`src/rtl/spi_route_pkg.sv`:
```
package spi_route_pkg;
  localparam int ADDR_W    = 16;
  localparam int AFF_W     = 32;
  localparam int ID_W      = 10;
  localparam int FIRST_SPI = 32;
  localparam logic [ADDR_W-1:0] BASE_OFF = 16'h6000;

  typedef struct packed {
    logic             one_of_n;
    logic [AFF_W-1:0] aff;  // {aff3, aff2, aff1, aff0}
  } route_t;

  function automatic logic [63:0] pack_route(route_t r);
    return {24'h0, r.aff[31:24], r.one_of_n, 7'h0, r.aff[23:0]};
  endfunction
endpackage

```
`src/rtl/spi_route_regs.sv`:
```
module spi_route_regs
  import spi_route_pkg::*;
#(
  parameter int NUM_SPI = 32,
  localparam int SPI_W  = $clog2(NUM_SPI)
) (
  input  logic              clk_i,
  input  logic              rst_ni,
  input  logic              are_en_i,
  input  logic              sec_only_i,
  input  logic              wr_i,
  input  logic [ADDR_W-1:0] addr_i,
  input  logic [63:0]       wdata_i,
  input  logic              secure_i,
  input  logic [NUM_SPI-1:0] grp_sec_i,
  input  logic [NUM_SPI-1:0] ns_allow_i,
  output logic [63:0]       rdata_o,
  output route_t            routes_o [NUM_SPI]
);
  localparam int IDX_W = ADDR_W - 3;

  logic [ADDR_W-1:0] off;
  logic [IDX_W-1:0]  idx, rel;
  logic [SPI_W-1:0]  sel;
  logic              in_win, allowed, acc;
  logic              unused_bits;

  assign off    = addr_i - BASE_OFF;
  assign idx    = off[ADDR_W-1:3];
  assign rel    = idx - IDX_W'(FIRST_SPI);
  assign sel    = rel[SPI_W-1:0];
  assign in_win = (addr_i >= BASE_OFF) && (off[2:0] == 3'b0) &&
                  (idx >= IDX_W'(FIRST_SPI)) && (idx < IDX_W'(FIRST_SPI + NUM_SPI));
  assign allowed = !sec_only_i || secure_i || !grp_sec_i[sel] || ns_allow_i[sel];
  assign acc     = are_en_i && in_win && allowed;
  assign unused_bits = ^{wdata_i[63:40], wdata_i[30:24], rel[IDX_W-1:SPI_W]};

  always_ff @(posedge clk_i or negedge rst_ni) begin
    if (!rst_ni) begin
      for (int k = 0; k < NUM_SPI; k++) routes_o[k] <= '0;
    end else if (wr_i && acc) begin
      routes_o[sel] <= '{one_of_n: wdata_i[31], aff: {wdata_i[39:32], wdata_i[23:0]}};
    end
  end

  assign rdata_o = acc ? pack_route(routes_o[sel]) : 64'h0;
endmodule

```
`src/rtl/spi_route_pick.sv`:
```
module spi_route_pick
  import spi_route_pkg::*;
#(
  parameter int NUM_SPI = 32,
  parameter int NUM_PE  = 4,
  parameter logic [NUM_PE*AFF_W-1:0] PE_AFF = '0,
  localparam int SPI_W = $clog2(NUM_SPI),
  localparam int PE_W  = $clog2(NUM_PE)
) (
  input  route_t             routes_i [NUM_SPI],
  input  logic [NUM_SPI-1:0] pend_i,
  input  logic [NUM_SPI-1:0] served_i,
  input  logic [NUM_PE-1:0]  part_mask_i,
  input  logic [PE_W-1:0]    rr_ptr_i,
  output logic               cand_vld_o,
  output logic [SPI_W-1:0]   cand_sel_o,
  output logic [PE_W-1:0]    cand_pe_o,
  output logic               cand_rr_o
);
  logic [NUM_SPI-1:0] dir_ok, elig;
  logic [PE_W-1:0]    dir_pe [NUM_SPI];
  logic               rr_ok;
  logic [PE_W-1:0]    rr_pe;

  // directed affinity match per interrupt
  for (genvar k = 0; k < NUM_SPI; k++) begin : g_match
    logic            ok_k;
    logic [PE_W-1:0] pe_k;
    always_comb begin
      ok_k = 1'b0;
      pe_k = '0;
      for (int p = NUM_PE - 1; p >= 0; p--) begin
        if (routes_i[k].aff == PE_AFF[p*AFF_W +: AFF_W]) begin
          ok_k = 1'b1;
          pe_k = PE_W'(p);
        end
      end
    end
    assign dir_ok[k] = ok_k;
    assign dir_pe[k] = pe_k;
    assign elig[k]   = pend_i[k] && !served_i[k] &&
                       (routes_i[k].one_of_n ? rr_ok : ok_k);
  end

  // round-robin: first participant after the last one served
  always_comb begin
    rr_ok = 1'b0;
    rr_pe = '0;
    for (int i = NUM_PE; i >= 1; i--) begin
      int c;
      c = (int'(rr_ptr_i) + i) % NUM_PE;
      if (part_mask_i[PE_W'(c)]) begin
        rr_ok = 1'b1;
        rr_pe = PE_W'(c);
      end
    end
  end

  always_comb begin
    cand_vld_o = |elig;
    cand_sel_o = '0;
    for (int k = NUM_SPI - 1; k >= 0; k--) begin
      if (elig[k]) cand_sel_o = SPI_W'(k);
    end
    cand_rr_o = routes_i[cand_sel_o].one_of_n;
    cand_pe_o = cand_rr_o ? rr_pe : dir_pe[cand_sel_o];
  end

  logic unused_ok;
  assign unused_ok = ^dir_ok;
endmodule

```
`src/rtl/spi_route_unit.sv`:
```
module spi_route_unit
  import spi_route_pkg::*;
#(
  parameter int LINES  = 1,
  parameter int NUM_PE = 4,
  parameter logic [NUM_PE*AFF_W-1:0] PE_AFF =
    {32'h01000101, 32'h00000100, 32'h00000001, 32'h00000000},
  localparam int NUM_SPI = 32 * LINES,
  localparam int SPI_W   = $clog2(NUM_SPI),
  localparam int PE_W    = $clog2(NUM_PE)
) (
  input  logic               clk_i,
  input  logic               rst_ni,
  input  logic               are_en_i,
  input  logic               sec_only_i,
  input  logic               reg_wr_i,
  input  logic [ADDR_W-1:0]  reg_addr_i,
  input  logic [63:0]        reg_wdata_i,
  input  logic               reg_secure_i,
  output logic [63:0]        reg_rdata_o,
  input  logic [NUM_SPI-1:0] grp_sec_i,
  input  logic [NUM_SPI-1:0] ns_allow_i,
  input  logic [NUM_SPI-1:0] pend_i,
  input  logic [NUM_PE-1:0]  part_mask_i,
  output logic               fwd_vld_o,
  output logic [ID_W-1:0]    fwd_id_o,
  output logic [PE_W-1:0]    fwd_pe_o,
  input  logic               fwd_ack_i
);
  route_t             routes [NUM_SPI];
  logic [NUM_SPI-1:0] served_q, ack_set;
  logic [PE_W-1:0]    rr_ptr_q, cand_pe, fwd_pe_q;
  logic [SPI_W-1:0]   cand_sel, fwd_sel_q;
  logic               cand_vld, cand_rr, fwd_vld_q, launch;

  spi_route_regs #(.NUM_SPI(NUM_SPI)) u_regs (
    .clk_i, .rst_ni, .are_en_i, .sec_only_i,
    .wr_i(reg_wr_i), .addr_i(reg_addr_i), .wdata_i(reg_wdata_i),
    .secure_i(reg_secure_i), .grp_sec_i, .ns_allow_i,
    .rdata_o(reg_rdata_o), .routes_o(routes)
  );

  spi_route_pick #(.NUM_SPI(NUM_SPI), .NUM_PE(NUM_PE), .PE_AFF(PE_AFF)) u_pick (
    .routes_i(routes), .pend_i, .served_i(served_q), .part_mask_i,
    .rr_ptr_i(rr_ptr_q), .cand_vld_o(cand_vld), .cand_sel_o(cand_sel),
    .cand_pe_o(cand_pe), .cand_rr_o(cand_rr)
  );

  assign launch = !fwd_vld_q && are_en_i && cand_vld;

  always_comb begin
    ack_set = '0;
    if (fwd_vld_q && fwd_ack_i) ack_set[fwd_sel_q] = 1'b1;
  end

  always_ff @(posedge clk_i or negedge rst_ni) begin
    if (!rst_ni) begin
      fwd_vld_q <= 1'b0;
      fwd_sel_q <= '0;
      fwd_pe_q  <= '0;
      served_q  <= '0;
      rr_ptr_q  <= PE_W'(NUM_PE - 1);
    end else begin
      // an episode stays served until its pending input drops
      served_q <= (served_q & pend_i) | ack_set;
      if (launch) begin
        fwd_vld_q <= 1'b1;
        fwd_sel_q <= cand_sel;
        fwd_pe_q  <= cand_pe;
        if (cand_rr) rr_ptr_q <= cand_pe;
      end else if (fwd_vld_q && fwd_ack_i) begin
        fwd_vld_q <= 1'b0;
      end
    end
  end

  assign fwd_vld_o = fwd_vld_q;
  assign fwd_id_o  = ID_W'(fwd_sel_q) + ID_W'(FIRST_SPI);
  assign fwd_pe_o  = fwd_pe_q;
endmodule

```
`config.mk`:
```
export PLATFORM = sky130hd
export DESIGN_NAME = spi_route_unit
export DESIGN_NICKNAME = d
export VERILOG_FILES = /design/src/rtl/spi_route_pkg.sv /design/src/rtl/spi_route_regs.sv /design/src/rtl/spi_route_pick.sv /design/src/rtl/spi_route_unit.sv
export SDC_FILE = /design/constraint.sdc
export NUM_CORES = 2
export LEC_CHECK = 0
export BUFFER_PORTS_ARGS = -buffer_cell sky130_fd_sc_hd__buf_2
export CAP_MARGIN = 10
export CORE_MARGIN = 2
export CORE_UTILIZATION = 50
export CTS_CLUSTER_DIAMETER = 150
export DETAILED_ROUTE_END_ITERATION = 10
export PLACE_DENSITY = 0.67
export SYNTH_ARGS = -nofsm -noshare
export SYNTH_HDL_FRONTEND = slang
export SYNTH_SLANG_ARGS = --single-unit
```
`constraint.sdc`:
```
create_clock -name clk_i -period 4.7 [get_ports clk_i]
set_input_delay 0.235 -clock clk_i [delete_from_list [all_inputs] [get_ports clk_i]]
set_output_delay 0.235 -clock clk_i [all_outputs]
set_load 0.01 [all_outputs]
```
==> impl_results.rst <==
.. list-table::
   :header-rows: 1

   * - Metric
     - Value
   * - Outcome
     - completed
   * - Cell type with the largest total area after synthesis
     - dfrtp_1
   * - Maximum clock frequency
     - 215.9 MHz
   * - CTS clock-pin slew for the worst setup and hold paths
     - 0.06 ns
   * - Share of post-route cells with drive strength above 1
     - 46.18%
   * - Total wire length after detailed routing
     - 172800 µm
   * - Drt initial violations
     - 3587
   * - Number of synthesized register bits
     - 1098
   * - Max-cap violations
     - 0
   * - Highest-count cells in the layout ignoring fill and taps
     - dfrtp_1 (1096), mux2_2 (1061), mux4_2 (281)
   * - GR Overflow Total
     - 0
   * - Worst VDD drop
     - 0.0003318 V
   * - Switching share of power
     - 23.95%
   * - Final Setup Violations
     - 0
   * - Placeable core region
     - 109200 µm²
   * - Number of port buffers
     - 196
   * - Synth warnings
     - 0
   * - Number of endpoints with negative hold slack in the final report
     - 0
   * - Clock latency on the worst-skew pair
     - 0.71 ns
   * - Post-synthesis average cell area
     - 13.74 µm²
   * - Setup repair after global routing missed its margin
     - no
   * - Overall die area
     - 112900 µm²
   * - Most used flip-flop cell after synthesis
     - dfrtp_1
   * - Fin worst setup slack
     - 0.06838 ns
   * - Distinct cell type count of the synthesized netlist
     - 96
   * - Period minus WS final
     - 4.632 ns
   * - Clock sink count
     - 1098
   * - Leakage power figure
     - 30.15 nW
   * - Die boundary width
     - 336 µm
   * - Post-DP HPWL
     - 119500 µm
   * - Antenna Violating Nets Remaining
     - 0
   * - Pin count of the biggest net entering global routing
     - 128
   * - Internal Power
     - 15.65 mW
   * - Share of synthesized area occupied by flip-flops and latches
     - 49.86%
   * - Proportion of synthesized flip-flops having asynchronous set or reset
     - 100.0%
   * - Total global-route track usage
     - 30.58%
   * - EDFF count, synth
     - 0
   * - Most frequent standard cell in the layout excluding fill and tap cells
     - dfrtp_1
   * - Drt drc
     - 0
   * - Combinational Power Share
     - 6.8%
   * - Critical path arrival
     - 5.22 ns
   * - Min-Delay Path Class
     - input port to flop
   * - Seq pwr share
     - 46.3%
   * - Antenna violations before repair
     - 15
   * - Syn Std Cell Area
     - 55110 µm²
   * - Maximum level of the CTS H-tree
     - 3
   * - Required time at the endpoint of the critical path
     - 5.29 ns
   * - Worst slew margin relative to its limit
     - 29.46%
   * - Share of the synthesized area in the top cell type
     - 49.77%
   * - Category of the worst setup path capture point
     - flop
   * - Initial Util
     - 50.49%
   * - Post-place instance area
     - 58410 µm²
   * - Least-Margin Pin Slew
     - 1.058 ns
   * - Setup clock skew after layout
     - 0.01813 ns
   * - Part of the power in the clock network
     - 46.9%
   * - Clock tree from TritonCTS
     - done
   * - Via count
     - 38199
   * - Final #Nets
     - 4436
   * - Finished layout cell area
     - 62900 µm²
   * - Instance count after placement with tap cells included
     - 5570
   * - Post-Syn Instances
     - 4012
   * - Biggest area contributors in the synthesized netlist
     - dfrtp_1 (50%), mux2_2 (22%), mux4_2 (11%)
   * - Worst setup slack before clock tree synthesis
     - -0.05003 ns
   * - Cell Pwr Density
     - 327.1 nW/µm²
   * - Area added between synthesis and finish
     - 14.13%
   * - Number of ports placed on the die boundary
     - 264
   * - Final Cycle Share
     - 98.55%
   * - Vias in the first global route
     - 37925
   * - Height of the die
     - 336 µm
   * - Placer Congestion
     - 1.011
   * - Largest fanout on the critical path
     - 11
   * - Launching element type of the critical path
     - flop
   * - Number of buffers created by CTS
     - 115
   * - Number of rows created at floorplan
     - 121
   * - Pre-Repair DR Iteration Count
     - 6
   * - Average routed wire per standard cell
     - 29.67 µm
   * - Final Non-Filler Cells
     - 5822
   * - First-pass GRT wire length
     - 255300 µm
   * - Number of pins with negative max-slew slack in the final report
     - 0
   * - Net Switching
     - 4.927 mW
   * - Maximum root-to-sink buffer count
     - 3
   * - Count of fill cells added during filler insertion
     - 8748
   * - Root Driver
     - clkbuf_16
   * - Crit Path Class
     - flop to flop
   * - Vias per cell
     - 6.561
worst max-delay path, cell delays in order, from the launching register on:
cell	delay (ns)
dfrtp_1	0.40
nor4_1	0.45
nand4_1	0.32
o41ai_1	0.47
buf_4	0.19
a2bb2oi_1	0.08
o311ai_1	0.42
a41oi_4	0.14
o211ai_4	0.35
buf_12	0.14
buf_4	0.21
mux2i_1	0.33
a2111oi_0	0.16
a31oi_1	0.21
o211ai_2	0.16
and2_4	0.20
a221o_1	0.28
power by group through the flow:
stage	logic, mW	registers, mW	clock network, mW
3_3_place_gp	1.35	9.69	0
4_1_cts	1.39	9.52	9.77
3_5_place_dp	1.36	9.69	0
5_1_grt	1.50	9.52	10.2
6_report	1.41	9.52	9.64
2_1_floorplan	0.674	9.69	0
Yosys cell counts (6+ instances only):
master    instances
nor3b_1          16
nor2b_1          18
and2_1           38
a22oi_1          10
nand2_1         141
buf_1            90
nand4_1         103
mux2_2         1061
nor3_1           47
mux4_2          281
nand2b_1         12
inv_1             6
a31oi_1           6
dfrtp_1        1096
xnor2_1          88
nand3_1          39
buf_6             8
o21ai_0          31
and4_1            6
nor4_1          229
mux2i_1          27
buf_4            37
nor2_1           92
clkbuf_1        213
a22o_1           17
o22ai_1         135
xor2_1            8
o41ai_1          10
and4b_1          10
a21oi_1           6
sequential cells by signal, indices dropped and copies added, names as in the netlist:
signal and count:
served_q 32, u_regs.routes_o 1056, rr_ptr_q 2, fwd_vld_o 1
fwd_pe_o 2, fwd_sel_q 5
kinds of logic after synthesis:
| family | share of synthesized area (%) |
|---|---|
| compound gates | 3.998 |
| xor+xnor | 1.526 |
| mux | 33.80 |
| buf+inv | 2.815 |
| fa+ha+maj | 0.02270 |
| other cells | 0.01363 |
| simple gates | 7.969 |
| flops | 49.86 |
what timing repair did:
action                                 CTS  global route
pin swaps                                0             2
resized for setup                        1            15
endpoints found under the hold margin  102             0
hold buffers                            36             0
setup endpoints to repair                2             4
buffers inserted                         0             1
area by class of cell:
| type | count | area (µm²) | area share, % |
|---|---|---|---|
| multi-input combinational | 2589 | 26400 | 41.97 |
| clock inverter | 51 | 684.4 | 1.088 |
| inverter | 7 | 26.28 | 0.04177 |
| sequential | 1098 | 27480 | 43.69 |
| timing repair buffer | 437 | 3123 | 4.965 |
| clock buffer | 158 | 3323 | 5.283 |
| antenna | 6 | 15.01 | 0.02387 |
| tap | 1476 | 1847 | 2.936 |
final timing paths:
| check | startpoint | to | slack, ns | depth (start not counted) |
|---|---|---|---|---|
| worst max-delay path | u_regs.routes_o[266] | fwd_pe_o[1] | 0.07 | 16 |
| worst min-delay path | part_mask_i[3] | fwd_pe_o[1] | 0.07 | 4 |
| worst max register to register | u_regs.routes_o[266] | fwd_pe_o[1] | 0.07 | 16 |
| worst min register to register | served_q[14] | served_q[14] | 0.48 | 2 |
| max in group asynchronous | rst_ni | u_regs.routes_o[325] | 3.35 | 3 |
| min in group asynchronous | rst_ni | u_regs.routes_o[990] | 0.16 | 2 |
through the flow:
| stage | power (mW) | hold slack [ns] | util [%] | setup TNS [ns] |
|---|---|---|---|---|
| 2_1_floorplan | 10.36 | -0.06059 | - | 0 |
| 3_3_place_gp | 11.04 | 0.3360 | 53.51 | 0 |
| 3_5_place_dp | 11.05 | 0.3428 | 53.51 | -0.05660 |
| 4_1_cts | 20.68 | 0.01625 | 57.52 | 0 |
| 5_1_grt | 21.17 | 0.09712 | 57.62 | 0 |
| 6_report | 20.57 | 0.07004 | 57.62 | 0 |
per-layer routing:
layer | up-vias | part of all wire, % | track usage, %
met4 | 18 | 5.8 | 15.44
met3 | 434 | 8.9 | 7.486
met2 | 1793 | 45 | 46.49
met5 | - | 0.056 | 0
met1 | 20083 | 41 | 41.08
li1 | 15871 | - | -
Note: power is estimated with default switching activity, not from simulation.
